File: config.mk
export PLATFORM = sky130hd
export DESIGN_NAME = rst_ctl_port
export DESIGN_NICKNAME = d
export VERILOG_FILES = /design/src/rtl/rst_ctl_pkg.sv /design/src/rtl/rst_ctl_decode.sv /design/src/rtl/rst_ctl_store.sv /design/src/rtl/rst_ctl_pulse.sv /design/src/rtl/rst_ctl_port.sv
export SDC_FILE = /design/constraint.sdc
export NUM_CORES = 1
export LEC_CHECK = 0
export ABC_CLOCK_PERIOD_IN_PS = 2280
export CAP_MARGIN = 25
export CORE_ASPECT_RATIO = 0.9
export CORE_MARGIN = 10
export CORE_UTILIZATION = 33
export CTS_CLUSTER_DIAMETER = 80
export DETAILED_ROUTE_END_ITERATION = 16
export PLACE_DENSITY = 0.79
export SLEW_MARGIN = 20
export SYNTH_ARGS = -nofsm -noshare
export SYNTH_HDL_FRONTEND = slang
export SYNTH_HIERARCHICAL = 1
export SYNTH_SLANG_ARGS = --single-unit
File: constraint.sdc
create_clock -name clk_i -period 2.28 [get_ports clk_i]
set_input_delay 0.456 -clock clk_i [delete_from_list [all_inputs] [get_ports clk_i]]
set_output_delay 0.456 -clock clk_i [all_outputs]
set_load 0.05 [all_outputs]
File: src/rtl/rst_ctl_pkg.sv
package rst_ctl_pkg;
  localparam int unsigned ADDR_W    = 16;
  localparam int unsigned DATA_W    = 8;
  localparam logic [15:0] PORT_ADDR = 16'h0CF9;
  localparam logic [7:0]  KEEP_MASK = 8'h02;
  localparam int unsigned TRIG_BIT  = 2;

  typedef struct packed {
    logic hit;
    logic store;
    logic trig;
    logic rd;
  } acc_t;
endpackage

File: src/rtl/rst_ctl_decode.sv
module rst_ctl_decode
  import rst_ctl_pkg::*;
#(
  parameter int unsigned       AW   = ADDR_W,
  parameter logic [AW-1:0]     ADDR = AW'(PORT_ADDR)
) (
  input  logic          clk_i,
  input  logic          rst_ni,
  input  logic [AW-1:0] addr_i,
  input  logic          wr_i,
  input  logic          rd_i,
  input  logic          trig_bit_i,
  output acc_t          acc_o
);
  always_comb begin
    acc_o.hit   = (addr_i == ADDR);
    acc_o.store = wr_i && acc_o.hit && !trig_bit_i;
    acc_o.trig  = wr_i && acc_o.hit && trig_bit_i;
    acc_o.rd    = rd_i && acc_o.hit;
  end


  store_trig_excl_chk: assert property (@(posedge clk_i) disable iff (!rst_ni)
    $onehot0({acc_o.store, acc_o.trig}));
endmodule

File: src/rtl/rst_ctl_store.sv
module rst_ctl_store
  import rst_ctl_pkg::*;
#(
  parameter int unsigned DW = DATA_W
) (
  input  logic          clk_i,
  input  logic          rst_ni,
  input  logic          we_i,
  input  logic [DW-1:0] d_i,
  output logic [DW-1:0] q_o
);
  always_ff @(posedge clk_i or negedge rst_ni) begin
    if (!rst_ni)   q_o <= '0;
    else if (we_i) q_o <= d_i;
  end


  store_load_chk: assert property (@(posedge clk_i) disable iff (!rst_ni)
    we_i |=> (q_o == $past(d_i)));

  store_hold_chk: assert property (@(posedge clk_i) disable iff (!rst_ni)
    !we_i |=> $stable(q_o));
endmodule

File: src/rtl/rst_ctl_pulse.sv
module rst_ctl_pulse (
  input  logic clk_i,
  input  logic rst_ni,
  input  logic trig_i,
  output logic req_o
);
  always_ff @(posedge clk_i or negedge rst_ni) begin
    if (!rst_ni) req_o <= 1'b0;
    else         req_o <= trig_i;
  end


  pulse_one_cycle_chk: assert property (@(posedge clk_i) disable iff (!rst_ni)
    (req_o && !trig_i) |=> !req_o);

  pulse_repeat_chk: assert property (@(posedge clk_i) disable iff (!rst_ni)
    trig_i |=> req_o);
endmodule

File: src/rtl/rst_ctl_port.sv
module rst_ctl_port
  import rst_ctl_pkg::*;
#(
  parameter int unsigned         AW    = ADDR_W,
  parameter int unsigned         DW    = DATA_W,
  parameter logic [AW-1:0]       ADDR  = AW'(PORT_ADDR),
  parameter logic [DW-1:0]       KEEP  = DW'(KEEP_MASK),
  parameter int unsigned         TBIT  = TRIG_BIT
) (
  input  logic          clk_i,
  input  logic          rst_ni,
  input  logic [15:0]   io_addr_i,
  input  logic          io_wr_i,
  input  logic          io_rd_i,
  input  logic [7:0]    io_wdata_i,
  output logic [7:0]    io_rdata_o,
  output logic          sys_rst_req_o
);
  acc_t          acc;
  logic [DW-1:0] val_q;

  rst_ctl_decode #(.AW(AW), .ADDR(ADDR)) u_dec (
    .clk_i      (clk_i),
    .rst_ni     (rst_ni),
    .addr_i     (io_addr_i),
    .wr_i       (io_wr_i),
    .rd_i       (io_rd_i),
    .trig_bit_i (io_wdata_i[TBIT]),
    .acc_o      (acc)
  );

  // only the reset-type bit survives a plain write
  rst_ctl_store #(.DW(DW)) u_store (
    .clk_i  (clk_i),
    .rst_ni (rst_ni),
    .we_i   (acc.store),
    .d_i    (io_wdata_i & KEEP),
    .q_o    (val_q)
  );

  rst_ctl_pulse u_pulse (
    .clk_i  (clk_i),
    .rst_ni (rst_ni),
    .trig_i (acc.trig),
    .req_o  (sys_rst_req_o)
  );

  assign io_rdata_o = acc.rd ? val_q : '0;


  req_cause_chk: assert property (@(posedge clk_i) disable iff (!rst_ni)
    sys_rst_req_o |-> $past(io_wr_i && io_addr_i == ADDR && io_wdata_i[TBIT]));

  miss_read_zero_chk: assert property (@(posedge clk_i) disable iff (!rst_ni)
    (io_addr_i != ADDR) |-> (io_rdata_o == '0));

  no_stray_bits_chk: assert property (@(posedge clk_i) disable iff (!rst_ni)
    (io_rd_i && io_addr_i == ADDR) |-> ((io_rdata_o & ~KEEP) == '0));

  trig_keeps_val_chk: assert property (@(posedge clk_i) disable iff (!rst_ni)
    (io_wr_i && io_addr_i == ADDR && io_wdata_i[TBIT]) |=> $stable(val_q));
endmodule

==> metrics.txt <==
status=finished clean; fin crit share=97.0%; Slew Viols, Final=0; WP data required=1.82 ns; Post-synth EDFFs=0; ys flop type=dfrtp_1; Max FO, Critical Path=8; Worst setup SP type=input port; Longest Clk Path Bufs=2; Die W=60.8 um; post-synthesis compound-gate area fraction=0%; clock skew=0 ns; design area=982 um2; Achievable Freq=452 MHz; synth top area cells=dfrtp_1 (46%), mux2_4 (24%), and2_1 (10%), nor4_4 (4.3%), nand4b_1 (3.5%); PortBufs=30; CP Class=input port to output port; clk_lat worst skew=0.26 ns; worst slew pin tran=0.521 ns; Post-Syn Area per Cell=14.1 um2; Critical Path Sink Type=output port; mux cell area share after synthesis=24.3%; VDD IR max=0.174 mV; 1st-iter DRT viols=2; mapped cell area=494 um2; CTS tree=yes; HP Class=input port to asynchronous set/reset pin; Power Dens Cells=327 nW/um2; WP data arrival=1.76 ns; xor/xnor share of the synthesized area=0%; hold slack final=0.490 ns; Synth Area in Adders=0%; Seq cells post-synth=9; Max-Cap Viols=0; Synth top area share=45.6%; Initial Utilization=34.5%; Rel. slew slack=65.1%; largest family of logic cells by synthesized area=simple AND/OR/NAND/NOR gates; global-route wire length before repair=2230 um; maximum number of pins on one net before global-route repair=10; Post-Synth Simple-Gate Area=27.1%; Mapped Cells=35; # DRC=0; TritonCTS Sinks=9; share of layout cells above drive strength 1=48.1%; Final ANT Viol Nets=0; Ant. Diodes=0; Hold Violations, Final=0; IO Count=37; Post-synth ARST share=100%; unrepaired setup endpoints after global routing=false; Synth top cells by count=dfrtp_1 (9), and2_1 (8), mux2_4 (8), nand4b_1 (2); CTS root buf=clkbuf_4; dpl cells=88; GRT Total Usage=8.28%; via count of the first global-routing pass=516; # fillers=99; post-synth top area cell=dfrtp_1; routed vias/inst=4.64; drt total wl=1400 um; most common cell in the synthesized netlist=dfrtp_1; die area=3450 um2; Num CTS Buffers=3; FP Rows=13; Area Overhead vs Synth=98.7%; Yosys cell types=12; Die H=56.7 um; r2r setup slk=1.50 ns; Synthesis Warnings=6; hold-fix buffers at CTS=0; vias after detailed routing=427; Non-Filler Instances=92; placed inst area=927 um2; core area=1430 um2; CTS HTree Levels=1; Clock Pin Slew Worst Setup and Hold Paths=0.06 ns; min Tclk post-route=2.21 ns; routed len/inst=15.2 um; GRT overflow=0; GP Congestion=0.687; final setup violation count=0; Leakage=0.506 nW; initial antenna violation count=0; sequential fraction of the synthesis area=45.6%; Net count, final=106; DRT Pass-1 Iters=2
[registers in the layout (all words and copies together), names as in the netlist]
signal         count
u_store/q_o        8
u_pulse/req_o      1
[cell type report]
class	instances	area, um2	area share, %
flip-flops and latches	9	225	22.9
repair buffers	33	394	40.1
multi-input cells	31	318	32.4
clock buffers	4	26.3	2.68
well taps	15	18.8	1.91
[logic make-up after synthesis]
family,after synthesis
buffers and inverters,1
other,1
DFF,9
and+or+nand+nor,16
muxes,8
[through the flow]
step / utilization (%) / total power, mW / setup WS, ns / setup TNS [ns]
2_1_floorplan: - / 0.168 / 0.0554 / 0
5_1_grt: 68.6 / 0.343 / 0.0136 / 0
4_1_cts: 66.8 / 0.328 / -0.0296 / -0.192
3_5_place_dp: 64.8 / 0.208 / -0.334 / -3.87
6_report: 68.6 / 0.322 / 0.0677 / 0
3_3_place_gp: 64.8 / 0.207 / -0.310 / -3.56
[path summary, 6_finish.rpt]
kind,startpoint,endpoint,depth (start not counted)
worst max-delay path,io_addr_i[12],io_rdata_o[7],6
worst min-delay path,rst_ni,u_store/q_o[1],1
worst max register to register,u_store/q_o[2],u_store/q_o[2],1
worst min register to register,u_store/q_o[1],u_store/q_o[1],1
max in group asynchronous,rst_ni,u_store/q_o[5],1
min in group clk_i,u_store/q_o[1],u_store/q_o[1],1
[routing by layer]
metal  track usage (%)  up-vias  routed length, um
met5                 0        -                  0
met4              4.70        0                  4
met3              7.42        2                264
met2              11.6       29                661
met1              7.86      194                466
li1                  -      202                  -
[cell usage in the layout (no fill, tap or decap)]
master           count
nand4bb_4            1
buf_6                1
mux2_4               8
dfrtp_1              9
and3_1               1
nor4_4               1
nand4b_1             2
clkbuf_1             1
and2_4               9
dlymetal6s2s_1       4
clkdlybuf4s50_1      6
buf_2                2
or4_4                1
dlygate4sd2_1        8
buf_12               8
clkbuf_4             3
clkdlybuf4s15_1      1
buf_4                3
and3b_1              1
conb_1               7
[power by group]
part           switching (mW)  internal (mW)  total [mW]
Sequential          0.0000157          0.160       0.160
Combinational          0.0129         0.0276      0.0404
Clock                  0.0541         0.0674       0.121
Total                  0.0669          0.255       0.322
[critical path, cell delays in order]
cell    delay [ns]
buf_6         0.09
or4_4         0.53
nor4_4        0.16
and2_4        0.23
and2_4        0.16
buf_12        0.13
[what timing repair did]
action	4_1_cts	5_1_grt
gates resized for setup	29	5
setup buffers	0	0
pin swaps	6	4
hold endpoints to repair	0	0
setup endpoints to repair	8	8
Power figures use the tool's default switching activity.
